[config.mk]
export PLATFORM = sky130hd
export DESIGN_NAME = exc_qualify_unit
export DESIGN_NICKNAME = d
export VERILOG_FILES = /design/src/rtl/exq_pkg.sv /design/src/rtl/exq_qual.sv /design/src/rtl/exq_pick.sv /design/src/rtl/exq_state.sv /design/src/rtl/exc_qualify_unit.sv
export SDC_FILE = /design/constraint.sdc
export NUM_CORES = 1
export LEC_CHECK = 0
export BUFFER_PORTS_ARGS = -buffer_cell sky130_fd_sc_hd__buf_4
export CORE_AREA = 2 2 39 41
export DETAILED_ROUTE_END_ITERATION = 6
export DIE_AREA = 0 0 41 43
export PLACE_DENSITY = 0.67
export SETUP_SLACK_MARGIN = 0.15
export SKIP_LAST_GASP = 1
export SYNTH_ARGS = -nofsm -noshare
export SYNTH_HDL_FRONTEND = slang
export SYNTH_SLANG_ARGS = --single-unit
[constraint.sdc]
create_clock -name clk -period 2 [get_ports clk]
set_input_delay 0.2 -clock clk [delete_from_list [all_inputs] [get_ports clk]]
set_output_delay 0.2 -clock clk [all_outputs]
set_load 0.02 [all_outputs]
[src/rtl/exq_pkg.sv]
`timescale 1ns/1ps
package exq_pkg;
    localparam int EXC_N     = 6;
    localparam int FP_MODE_W = 2;

    localparam int EXC_RST = 0;
    localparam int EXC_MCK = 1;
    localparam int EXC_PRG = 2;
    localparam int EXC_TRC = 3;
    localparam int EXC_EXT = 4;
    localparam int EXC_DEC = 5;

    typedef struct packed {
        logic ext_pend;
        logic dec_pend;
        logic trc_pend;
        logic chkstop;
    } exq_state_t;
endpackage

[src/rtl/exq_qual.sv]
`timescale 1ns/1ps
module exq_qual
    import exq_pkg::*;
(
    input  logic                 req_reset,
    input  logic                 req_mcheck,
    input  logic                 req_prog,
    input  logic                 req_fp,
    input  logic                 req_ext,
    input  logic                 req_dec,
    input  logic                 insn_done,
    input  logic                 insn_fault,
    input  logic                 insn_branch,
    input  logic                 insn_rfi,
    input  logic                 older_busy,
    input  logic                 en_ext,
    input  logic                 en_mck,
    input  logic [FP_MODE_W-1:0] fp_mode,
    input  logic                 step_en,
    input  logic                 br_trace_en,
    input  exq_state_t           state_q,
    output logic [EXC_N-1:0]     qual_vec,
    output logic                 cs_enter,
    output logic                 trace_evt
);
    logic fp_live;
    logic ordered_ok;
    logic clean_done;

    always_comb begin
        fp_live    = req_fp && (fp_mode != '0);
        ordered_ok = !older_busy;
        clean_done = insn_done && !insn_fault;

        qual_vec          = '0;
        qual_vec[EXC_RST] = req_reset;
        qual_vec[EXC_MCK] = req_mcheck && en_mck;
        qual_vec[EXC_PRG] = (req_prog || fp_live) && ordered_ok;
        qual_vec[EXC_TRC] = state_q.trc_pend && ordered_ok;
        qual_vec[EXC_EXT] = (req_ext || state_q.ext_pend) && en_ext && ordered_ok;
        qual_vec[EXC_DEC] = (req_dec || state_q.dec_pend) && en_ext && ordered_ok;

        cs_enter  = req_mcheck && !en_mck;
        trace_evt = clean_done &&
                    ((step_en && !insn_rfi) || (br_trace_en && insn_branch));
    end
endmodule

[src/rtl/exq_pick.sv]
`timescale 1ns/1ps
module exq_pick #(
    parameter int N = 6
) (
    input  logic [N-1:0] req,
    output logic [N-1:0] grant
);
    for (genvar i = 0; i < N; i++) begin : g_pick
        if (i == 0) begin : g_top
            assign grant[i] = req[i];
        end else begin : g_rest
            assign grant[i] = req[i] && !(|req[i-1:0]);
        end
    end
endmodule

[src/rtl/exq_state.sv]
`timescale 1ns/1ps
module exq_state
    import exq_pkg::*;
(
    input  logic       clk,
    input  logic       rst_n,
    input  logic       req_ext,
    input  logic       req_dec,
    input  logic       trace_evt,
    input  logic       cs_enter,
    input  logic       took_ext,
    input  logic       took_dec,
    input  logic       took_trc,
    output exq_state_t state_q
);
    exq_state_t state_d;

    always_comb begin
        state_d          = state_q;
        state_d.ext_pend = (state_q.ext_pend || req_ext) && !took_ext;
        state_d.dec_pend = (state_q.dec_pend || req_dec) && !took_dec;
        state_d.trc_pend = (state_q.trc_pend && !took_trc) || trace_evt;
        state_d.chkstop  = state_q.chkstop || cs_enter;
    end

    always_ff @(posedge clk or negedge rst_n) begin
        if (!rst_n) begin
            state_q <= '0;
        end else begin
            state_q <= state_d;
        end
    end
endmodule

[src/rtl/exc_qualify_unit.sv]
`timescale 1ns/1ps
module exc_qualify_unit
    import exq_pkg::*;
(
    input  logic                 clk,
    input  logic                 rst_n,
    input  logic                 req_reset,
    input  logic                 req_mcheck,
    input  logic                 req_prog,
    input  logic                 req_fp,
    input  logic                 req_ext,
    input  logic                 req_dec,
    input  logic                 insn_done,
    input  logic                 insn_fault,
    input  logic                 insn_branch,
    input  logic                 insn_rfi,
    input  logic                 older_busy,
    input  logic                 en_ext,
    input  logic                 en_mck,
    input  logic [FP_MODE_W-1:0] fp_mode,
    input  logic                 step_en,
    input  logic                 br_trace_en,
    output logic                 take_valid,
    output logic [EXC_N-1:0]     take_vec,
    output logic                 ext_held,
    output logic                 dec_held,
    output logic                 checkstop
);
    exq_state_t       state_q;
    logic [EXC_N-1:0] qual_vec;
    logic [EXC_N-1:0] grant_vec;
    logic             cs_enter;
    logic             trace_evt;
    logic             cs_now;

    exq_qual i_qual (
        .req_reset   (req_reset),
        .req_mcheck  (req_mcheck),
        .req_prog    (req_prog),
        .req_fp      (req_fp),
        .req_ext     (req_ext),
        .req_dec     (req_dec),
        .insn_done   (insn_done),
        .insn_fault  (insn_fault),
        .insn_branch (insn_branch),
        .insn_rfi    (insn_rfi),
        .older_busy  (older_busy),
        .en_ext      (en_ext),
        .en_mck      (en_mck),
        .fp_mode     (fp_mode),
        .step_en     (step_en),
        .br_trace_en (br_trace_en),
        .state_q     (state_q),
        .qual_vec    (qual_vec),
        .cs_enter    (cs_enter),
        .trace_evt   (trace_evt)
    );

    exq_pick #(.N(EXC_N)) i_pick (
        .req   (qual_vec),
        .grant (grant_vec)
    );

    always_comb begin
        cs_now     = state_q.chkstop || cs_enter;
        take_vec   = cs_now ? '0 : grant_vec;
        take_valid = |take_vec;
        ext_held   = state_q.ext_pend;
        dec_held   = state_q.dec_pend;
        checkstop  = cs_now;
    end

    exq_state i_state (
        .clk       (clk),
        .rst_n     (rst_n),
        .req_ext   (req_ext),
        .req_dec   (req_dec),
        .trace_evt (trace_evt),
        .cs_enter  (cs_enter),
        .took_ext  (take_vec[EXC_EXT]),
        .took_dec  (take_vec[EXC_DEC]),
        .took_trc  (take_vec[EXC_TRC]),
        .state_q   (state_q)
    );
endmodule

==> metrics.cfg, run 1 <==
[status]
status=completed

[critical_path]
critical_path_arrival_ns=1.76
reg2reg_from=i_state.state_q[0]$_DFF_PN0_
r2r_slack_ns=0.50
critPathLaunchType=flip-flop
worstSetupPathType=flip-flop to output port
slowest_delay_ns=0.41
cp_num_buf_inv=1
cp_max_fo=3
cp-end-kind=output port
worstPathRequired_ns=1.80
startpoint=i_state.state_q[0]$_DFF_PN0_
crit_chain=or4_4 > or3_4 > nor4b_4 > buf_4
crit_family=simple AND/OR/NAND/NOR gates
slowest_stage=or4_4

[route]
wirelength_um=867
viasPerCell=4.49
wl_per_cell_um=10.3
drtAntennaViolNets=0
drtIter0Drc=0
firstDrtPassIters=1
drcViolationCount=0
vias=377

[clock_network]
cts_tree=built
insertion_delay_ns=0.23
cts_sinks=4
cts_buffers=3
clock_path_buffers=2
htree_num_levels=1
clockRootBuffer=clkbuf_4
clkTransAtPathRegs_ns=0.04

[logic_synthesis]
yosysTopAreaCellShare_pct=31.6
async_flop_share_pct=100
synth_common_cells=5 x nor2_1, 4 x dfrtp_1, 4 x inv_1
syn_inst=37
syn_area_um2=317
ys_ff_latch=4
synth_edf_count=0
synth_xor_area_share_pct=0
synthMuxAreaShare_pct=0
synth_fp_nets=56
yosysMostFrequentCell=nor2_1
synth_top_family_by_area=simple AND/OR/NAND/NOR gates
synth_warnings=0
seq_area_frac_synth_pct=31.6
synthTopCellsByArea=dfrtp_1 32%, nor4b_4 7.5%, buf_4 7.1%, nor2_1 5.9%, nor3_1 4.7%
ys_types=21
avgSynthCellArea_um2=8.56
synth_area_leader_cell=dfrtp_1
synth_ff_type=dfrtp_1
synthSimpleGateAreaFrac_pct=37.5
synthAdderAreaFrac_pct=0
synth_compound_area_share_pct=19.0

[die]
io_pins=29
die_h_um=43
fp.coreArea_um2=1380
std_cell_rows=14
die_w_um=41
start_util_pct=22.9
dieArea_um2=1760

[cells_and_area]
syn_to_final_growth_pct=82.2
stdcell_count=84
regMostFlops=i_state.state_q
drive_above_1_share_pct=54.4
top_regs=i_state.state_q: 4 flops
n_antenna_cell=0
design_area_um2=577
largest_reg_flops=4
nNetsFinal=89

[global_routing]
grt_max_degree=6
grt_first_pass_wirelength_mm=1.35
first_global_vias=365
grt-ovfl-total=0
grt_usage_pct=11.0
antenna_found_initial=0

[pwr]
p_per_area_nw_per_um2=388
power_w=0.000224
p_leak_nw=0.267
ir_worst_vdd_uv=214

[timing]
finalCritPeriodShare_pct=97.9
period_minus_slack_ns=1.96
worst_slack_ns=0.0419
hold_ws_ns=0.198
rsz0062_at_grt=yes
slew_viol_final=0
finalSetupViolations=0
final.setup_skew_ns=0.000589
worst_pin_slew_ns=0.300
hold_violations=0
relSlewSlack_pct=79.9
fmax_mhz=511

[placed_design]
place_inst=78
pre_cts_ws_ns=0.178
dpl_cell_area_um2=524
hpwl_um=744
gp_congestion=0.691
portBuffers=28

[hold_path]
min_path_type=input pin to flip-flop
hp-start=en_ext

[run]
drv.max_cap_violation_count=0

[worst register-to-register path, stage by stage (launching register included)]
cell	delay [ns]
dfrtp_1	0.37
or4_4	0.41
or3_4	0.37
a32o_1	0.22
[metrics by stage]
step	TNS (ns)	utilization [%]
2_1_floorplan	0	-
3_3_place_gp	0	37.9
3_5_place_dp	0	37.9
4_1_cts	0	41.7
5_1_grt	-0.00590	41.7
6_report	0	41.7
[cell usage in the layout, fill, tap and decap left out]
cell type,count
o21a_1,1
inv_1,4
or3_4,1
a41oi_1,1
nand2b_1,1
o22ai_1,1
a32o_1,1
or4_1,1
dlygate4sd3_1,1
a31oi_1,1
dfrtp_1,4
nor3_1,2
clkbuf_4,3
a311oi_1,1
nor3_2,1
nor3b_1,1
nand2_1,3
nor4b_4,1
or4_4,1
buf_4,30
nor2_1,5
a21o_1,1
o21ai_0,1
and2_1,1
[what timing repair did]
item,4_1_cts,5_1_grt
pin swaps,1,0
gates cloned,0,0
endpoints found under the setup margin,3,4
hold buffers,1,0
buffers inserted,2,0
hold endpoints to repair,4,0
gates resized for setup,1,0
[area by class of cell]
| class | instances | area (um2) |
|---|---|---|
| Fill cell | 148 | 807 |
| Tap cell | 16 | 20.0 |
| Multi-Input combinational cell | 26 | 184 |
| Timing Repair Buffer | 31 | 235 |
| Inverter | 4 | 15.0 |
| Clock buffer | 3 | 22.5 |
| Sequential cell | 4 | 100 |
[path summary, 6_finish.rpt]
path / end / depth (start not counted)
max: take_vec[5] / 4
min: i_state.state_q[3]$_DFF_PN0_ / 2
max reg2reg: i_state.state_q[1]$_DFF_PN0_ / 3
min reg2reg: i_state.state_q[1]$_DFF_PN0_ / 1
max in group asynchronous: i_state.state_q[0]$_DFF_PN0_ / 2
min in group asynchronous: i_state.state_q[2]$_DFF_PN0_ / 2
[report_power, final]
part	internal, W	total [W]	switching [W]
Clock	0.0000669	0.0000970	0.0000301
Sequential	0.0000816	0.0000817	0.000000108
Combinational	0.0000282	0.0000450	0.0000168
Total	0.000177	0.000224	0.0000469
[routing by layer]
metal,vias to the layer above,GRT usage (%),share of wire (%)
li1,197,-,-
met1,168,12.7,37
met2,12,18.1,54
met3,0,1.57,8.2
met4,0,6.00,0
met5,-,0,0
[cells by family (layout without fill, tap and decap cells)]
group	after synthesis	in the layout
simple gates	18	18
compound gates	8	8
buf+inv	7	38
flops	4	4
No activity file was read; power rests on OpenSTA's default activity.
==> inputs of run 2 (changes only) <==
--- a/config.mk
+++ b/config.mk
@@ -6,12 +6,12 @@
 export NUM_CORES = 1
 export LEC_CHECK = 0
 export BUFFER_PORTS_ARGS = -buffer_cell sky130_fd_sc_hd__buf_4
-export CORE_AREA = 2 2 39 41
+export CORE_UTILIZATION = 27
 export DETAILED_ROUTE_END_ITERATION = 6
-export DIE_AREA = 0 0 41 43
-export PLACE_DENSITY = 0.67
+export PLACE_DENSITY = 0.71
 export SETUP_SLACK_MARGIN = 0.15
 export SKIP_LAST_GASP = 1
 export SYNTH_ARGS = -nofsm -noshare
 export SYNTH_HDL_FRONTEND = slang
+export SYNTH_HIERARCHICAL = 1
 export SYNTH_SLANG_ARGS = --single-unit
==> metrics.cfg, run 2 <==
[placed_design]
pre_cts_ws_ns=0.00732  ; -0.171 ns
portBuffers=28  ; unchanged
gp_congestion=0.825  ; +19%
hpwl_um=728  ; -2.2%
dpl_cell_area_um2=563  ; +7.4%

[critical_path]
worstPathRequired_ns=1.80  ; about the same
cp-end-kind=output port
reg2reg_from=i_state/state_q[1]$_DFF_PN0_
worstSetupPathType=flip-flop to output port
crit_chain=and2b_2 > nor4b_4 > or4_1 > o31a_1 > buf_6
critical_path_arrival_ns=1.78  ; +0.02 ns
critPathLaunchType=flip-flop
reg2reg_to=i_state/state_q[2]$_DFF_PN0_
slowest_delay_ns=0.46  ; +0.05 ns
slowest_stage=or4_1
r2r_cells=5  ; +2
cp_max_fo=2  ; -1
r2r_slack_ns=0.77  ; +0.27 ns

[logic_synthesis]
syn_inst=44  ; +19%
seq_area_frac_synth_pct=28.6  ; -3.0 points
synth_top_family_by_area=simple AND/OR/NAND/NOR gates
synth_warnings=6  ; +6
synth_common_cells=7 x and2_1, 7 x nor2_1, 4 x dfrtp_1
syn_area_um2=350  ; +11%
synthTopCellsByArea=dfrtp_1 29%, and2_1 13%, nor2_1 7.5%, buf_4 4.3%, nand2b_4 3.9%
synth_ff_type=dfrtp_1
synthMuxAreaShare_pct=0  ; unchanged
synth_edf_count=0  ; unchanged
avgSynthCellArea_um2=7.96  ; -6.9%
synth_compound_area_share_pct=8.93  ; -10 points
ys_types=22  ; +4.8%
synth_fp_nets=63  ; +13%
synth_xor_area_share_pct=0  ; unchanged
yosysTopAreaCellShare_pct=28.6  ; -3.0 points
synthAdderAreaFrac_pct=0  ; unchanged
synth_area_leader_cell=dfrtp_1
ys_ff_latch=4  ; unchanged
async_flop_share_pct=100  ; unchanged
synthSimpleGateAreaFrac_pct=55.0  ; +17 points

[pwr]
p_leak_nw=0.303  ; +14%
power_w=0.000235  ; +5.1%
power_switching_w=0.0000500  ; +6.4%
ir_worst_vdd_uv=238  ; +11%
switching_share_pct=21.2  ; +0.26 points
p_per_area_nw_per_um2=366  ; -5.7%
seq_power_share_pct=34.7  ; -1.8 points
p_comb_share_pct=24.5  ; +4.4 points
internal-power_w=0.000185  ; +4.8%
power.share.clock_pct=40.7  ; -2.7 points

[timing]
rsz0062_at_grt=yes
fmax_mhz=504  ; -1.3%
worst_pin_slew_ns=0.381  ; +0.0810 ns
finalSetupViolations=0  ; unchanged
hold_violations=0  ; unchanged
final.setup_skew_ns=0.00163  ; +0.00104 ns
hold_ws_ns=0.211  ; +0.0128 ns
period_minus_slack_ns=1.98  ; +0.0253 ns
finalCritPeriodShare_pct=99.2  ; +1.3 points
slew_viol_final=0  ; unchanged
worst_slack_ns=0.0166  ; -0.0253 ns
relSlewSlack_pct=74.5  ; -5.4 points

[die]
dieArea_um2=1450  ; -18%
die_h_um=38.0  ; -12%
start_util_pct=30.3  ; +7.4 points
io_pins=29  ; unchanged
std_cell_rows=12  ; -2
fp.coreArea_um2=1160  ; -16%
die_w_um=38.0  ; -7.3%

[clock_network]
insertion_delay_ns=0.23  ; about the same
clock_path_buffers=2  ; unchanged
cts_sinks=4  ; unchanged
cts_buffers=3  ; unchanged
clockRootBuffer=clkbuf_4
htree_num_levels=1  ; unchanged
clkTransAtPathRegs_ns=0.04  ; about the same
cts_tree=built

[route]
drtIter0Drc=4  ; +4
vias=423  ; +12%
wl_per_cell_um=9.76  ; -5.5%
drtAntennaViolNets=0  ; unchanged
wirelength_um=888  ; +2.4%
drcViolationCount=0  ; unchanged
firstDrtPassIters=2  ; +1
viasPerCell=4.65  ; +3.6%

[cells_and_area]
design_area_um2=643  ; +11%
regMostFlops=i_state/state_q
largest_reg_flops=4  ; unchanged
final_cell_mix=30 x buf_4, 7 x and2_1, 6 x nor2_1
nNetsFinal=98  ; +10%
top_regs=i_state/state_q: 4 flops
syn_to_final_growth_pct=83.6
drive_above_1_share_pct=55.8  ; +1.4 points
n_antenna_cell=0  ; unchanged
fill_cells=122  ; -18%
final_common_cell=buf_4

[hold_path]
min_path_type=input pin to flip-flop
hold_end=i_state/state_q[2]$_DFF_PN0_
whs_path_depth=3  ; +1
hp-start=req_dec

[global_routing]
first_global_vias=397  ; +8.8%
grt-ovfl-total=0  ; unchanged
grt_usage_pct=15.3  ; +4.3 points
gr-max-usage-layer=met2
grt_use_met1_pct=15.4  ; +2.7 points
grt_max_degree=9  ; +3
grt_first_pass_wirelength_mm=1.46  ; +8.7%
grt_use_met3_pct=8.72  ; +7.2 points
met2_usage_pct=25.8  ; +7.7 points
antenna_found_initial=0  ; unchanged

[run]
drv.max_cap_violation_count=0  ; unchanged

[status]
status=completed

run 2: cell count changes in the layout (fill, tap and decap cells not counted), sizes merged, moves of 2 or more:
| cell | previous run | this run |
|---|---|---|
| and2 | 1 | 8 |
| nand2 | 3 | 1 |
| nand2b | 1 | 3 |
| a21oi | 0 | 2 |
| nor3 | 3 | 0 |
| nor2b | 0 | 2 |
| nor2 | 5 | 9 |
run 2: stage by stage:
stage          cells  utilization, %  TNS (ns)
6_report          91            55.6         0
5_1_grt           91            55.6   -0.0595
4_1_cts           91            55.3   -0.0493
3_5_place_dp      84            48.7         0
3_3_place_gp      84            48.7         0
2_1_floorplan     44               -         0
run 2: final cells by class:
type	count	area, um2	share of cell area (%)
inverters	3	11.3	1.75
clock buffers	3	22.5	3.50
repair buffers	32	246	38.3
multi-input cells	35	245	38.1
flip-flops and latches	4	100	15.6
well taps	14	17.5	2.72
run 2: logic make-up after synthesis:
group | count (synthesis)
buf+inv | 5
compound gates | 5
flops | 4
simple gates | 30
run 2: critical path, delay by kind of cell (launching register included):
family	cells	cell delay, ns
AND/OR/NAND/NOR	3	0.80
flip-flops	1	0.36
AO/OA/AOI/OAI	1	0.26
buffers and inverters	1	0.13
run 2: timing repair:
item                                   in CTS  in global routing
resized for setup                           4                  1
setup endpoints to repair                   1                  1
gates cloned                                0                  0
setup buffers                               3                  0
endpoints found under the hold margin       4                  0
hold buffers                                1                  0
pin swaps                                   4                  1
run 2: worst max-delay path by stage:
stage	start	end	slack (ns)	depth (start not counted)
finish	i_state/state_q[1]$_DFF_PN0_	take_valid	0.02	5
global route	i_state/state_q[1]$_DFF_PN0_	take_valid	-0.06	5
CTS	i_state/state_q[1]$_DFF_PN0_	take_valid	-0.05	5
detailed placement	fp_mode[1]	take_valid	0.007	8
global placement	fp_mode[1]	take_valid	0.04	8
floorplan	i_state/state_q[3]$_DFF_PN0_	take_valid	0.20	5
run 2: metal layers:
layer | wire [um] | up-vias | part of all wire (%)
met1 | 341 | 190 | 38
met4 | 0 | 0 | 0
met5 | 0 | - | 0
met3 | 77 | 0 | 8.7
met2 | 469 | 20 | 53
li1 | - | 213 | -
run 2: power by group through the flow:
stage	clock network [W]	logic [W]	registers, W
detailed placement	0	0.0000512	0.0000827
floorplan	0	0.0000218	0.0000826
CTS	0.000101	0.0000570	0.0000816
global placement	0	0.0000500	0.0000826
finish	0.0000958	0.0000576	0.0000817
global route	0.000109	0.0000633	0.0000816
==> inputs of run 3 (changes only) <==
--- a/config.mk
+++ b/config.mk
@@ -6,9 +6,10 @@
 export NUM_CORES = 1
 export LEC_CHECK = 0
 export BUFFER_PORTS_ARGS = -buffer_cell sky130_fd_sc_hd__buf_4
-export CORE_UTILIZATION = 27
+export CORE_AREA = 2 2 39 41
 export DETAILED_ROUTE_END_ITERATION = 6
-export PLACE_DENSITY = 0.71
+export DIE_AREA = 0 0 41 43
+export PLACE_DENSITY = 0.69
 export SETUP_SLACK_MARGIN = 0.15
 export SKIP_LAST_GASP = 1
 export SYNTH_ARGS = -nofsm -noshare
==> metrics.cfg, run 3 (same netlist as run 2, synthesis figures left out) <==
[die]
start_util_pct=25.3  ; -5.0 points
dieArea_um2=1760  ; +22%
std_cell_rows=14  ; +2
die_h_um=43  ; +13%
io_pins=29  ; unchanged
fp.coreArea_um2=1380  ; +20%
die_w_um=41  ; +7.8%

[route]
met1_length_um=368  ; +7.9%
wirelength_um=867  ; -2.4%
wl_per_cell_um=9.32  ; -4.5%
dr_wl_met2_um=432  ; -7.9%
top_layer=met3
viasPerCell=4.28  ; -7.9%
firstDrtPassIters=4  ; +2
drcViolationCount=0  ; unchanged
dr_wl_met3_um=65  ; -16%
drtIter0Drc=4  ; unchanged
vias=398  ; -5.9%
drtAntennaViolNets=0  ; unchanged

[global_routing]
antenna_found_initial=0  ; unchanged
grt_first_pass_wirelength_mm=1.44  ; -1.8%
grt_usage_pct=11.7  ; -3.6 points
grt-ovfl-total=0  ; unchanged
grt_max_degree=9  ; unchanged
first_global_vias=394  ; -0.76%

[cells_and_area]
fill_cells=153  ; +25%
nNetsFinal=98  ; unchanged
fin_util_pct=46.4  ; -9.2 points
n_antenna_cell=0  ; unchanged
final_common_cell=buf_4
final_cell_mix=30 x buf_4, 7 x and2_1, 6 x nor2_1
largest_reg_flops=4  ; unchanged
design_area_um2=642  ; -0.19%
drive_above_1_share_pct=54.5  ; -1.3 points
top_regs=i_state/state_q: 4 flops
regMostFlops=i_state/state_q
stdcell_count=93  ; +2.2%
syn_to_final_growth_pct=83.2

[clock_network]
cts_tree=built
insertion_delay_ns=0.23  ; about the same
clkTransAtPathRegs_ns=0.04  ; about the same
cts_sinks=4  ; unchanged
clockRootBuffer=clkbuf_4
clock_path_buffers=2  ; unchanged
htree_num_levels=1  ; unchanged
cts_buffers=3  ; unchanged

[timing]
slew_viol_final=0  ; unchanged
rsz0062_at_grt=yes
finalCritPeriodShare_pct=100  ; +1.2 points
relSlewSlack_pct=75.1  ; +0.58 points
fmax_mhz=498  ; -1.2%
hold_ws_ns=0.212  ; +0.000959 ns
worst_slack_ns=-0.00836  ; -0.0250 ns
finalSetupViolations=1  ; +1
final.setup_skew_ns=0.000235  ; -0.00140 ns
worst_pin_slew_ns=0.372  ; -0.00866 ns
hold_violations=0  ; unchanged
period_minus_slack_ns=2.01  ; +0.0250 ns

[placed_design]
dpl_cell_area_um2=573  ; +1.8%
portBuffers=28  ; unchanged
place_inst=87  ; +3.6%
gp_congestion=0.757  ; -8.2%
hpwl_um=692  ; -4.9%

[critical_path]
cp-end-kind=output port
slowest_stage=or4_1
crit_family=simple AND/OR/NAND/NOR gates
worstPathRequired_ns=1.80  ; about the same
cp_max_fo=2  ; unchanged
crit_chain=and2b_2 > nor4b_4 > or4_1 > o31a_1 > buf_6
slowest_delay_ns=0.47  ; about the same
worstSetupPathType=flip-flop to output port
critical_path_arrival_ns=1.81  ; +0.03 ns
critPathLaunchType=flip-flop
cp_num_buf_inv=1  ; unchanged

[pwr]
ir_worst_vdd_uv=162  ; -32%
p_per_area_nw_per_um2=374  ; +2.3%
p_leak_nw=0.303  ; about the same

[run]
drv.max_cap_violation_count=0  ; unchanged

[status]
violations=setup timing
status=finished, violations left

[hold_path]
min_path_type=input pin to flip-flop

==> run 3: cell counts in the layout (fill, tap and decap cells not counted) <==
Identical to the previous run, type by type.
==> run 3: layout make-up <==
class                      instances  area, um2  share of cell area, %
inverter                           3       11.3                   1.75
multi-input combinational         35        241                   37.6
clock buffer                       3       22.5                   3.51
timing repair buffer              32        246                   38.4
sequential                         4        100                   15.6
tap                               16       20.0                   3.12
==> run 3: worst paths after layout <==
check | startpoint | slack (ns) | depth (start not counted) | to
worst max-delay path | i_state/state_q[1]$_DFF_PN0_ | -0.008 | 5 | take_valid
worst min-delay path | req_ext | 0.21 | 3 | i_state/state_q[3]$_DFF_PN0_
worst max register to register | i_state/state_q[1]$_DFF_PN0_ | 0.77 | 5 | i_state/state_q[2]$_DFF_PN0_
worst min register to register | i_state/state_q[0]$_DFF_PN0_ | 0.48 | 1 | i_state/state_q[0]$_DFF_PN0_
max in group asynchronous | rst_n | 1.60 | 2 | i_state/state_q[1]$_DFF_PN0_
min in group asynchronous | rst_n | 0.30 | 2 | i_state/state_q[2]$_DFF_PN0_
==> run 3: power by group <==
| group | switching (W) | internal [W] |
|---|---|---|
| registers | 0.0000000817 | 0.0000815 |
| logic | 0.0000203 | 0.0000380 |
| clock network | 0.0000332 | 0.0000672 |
| total | 0.0000535 | 0.000187 |
==> run 3: tightest hold or removal path: cells and delay by family <==
kind                   cells  cell delay (ns)
AND/OR/NAND/NOR            2             0.12
buffers and inverters      1             0.08
==> run 3: repair_timing <==
item,CTS,global route
pin swaps,2,1
gates resized for setup,4,0
hold buffers,1,0
endpoints found under the hold margin,4,0
buffers inserted,2,0
endpoints found under the setup margin,1,1
==> run 3: layer usage <==
layer	track usage, %	vias up
li1	-	210
met1	15.5	171
met2	16.6	17
met3	3.14	0
met4	6.00	0
met5	0	-
==> run 3: through the flow <==
stage | setup WS (ns) | total power (W) | setup TNS (ns)
2_1_floorplan | 0.198 | 0.000104 | 0
3_3_place_gp | 0.0325 | 0.000135 | 0
3_5_place_dp | 0.0529 | 0.000135 | 0
4_1_cts | -0.0452 | 0.000244 | -0.0452
5_1_grt | -0.0682 | 0.000256 | -0.0682
6_report | -0.00836 | 0.000240 | -0.00836
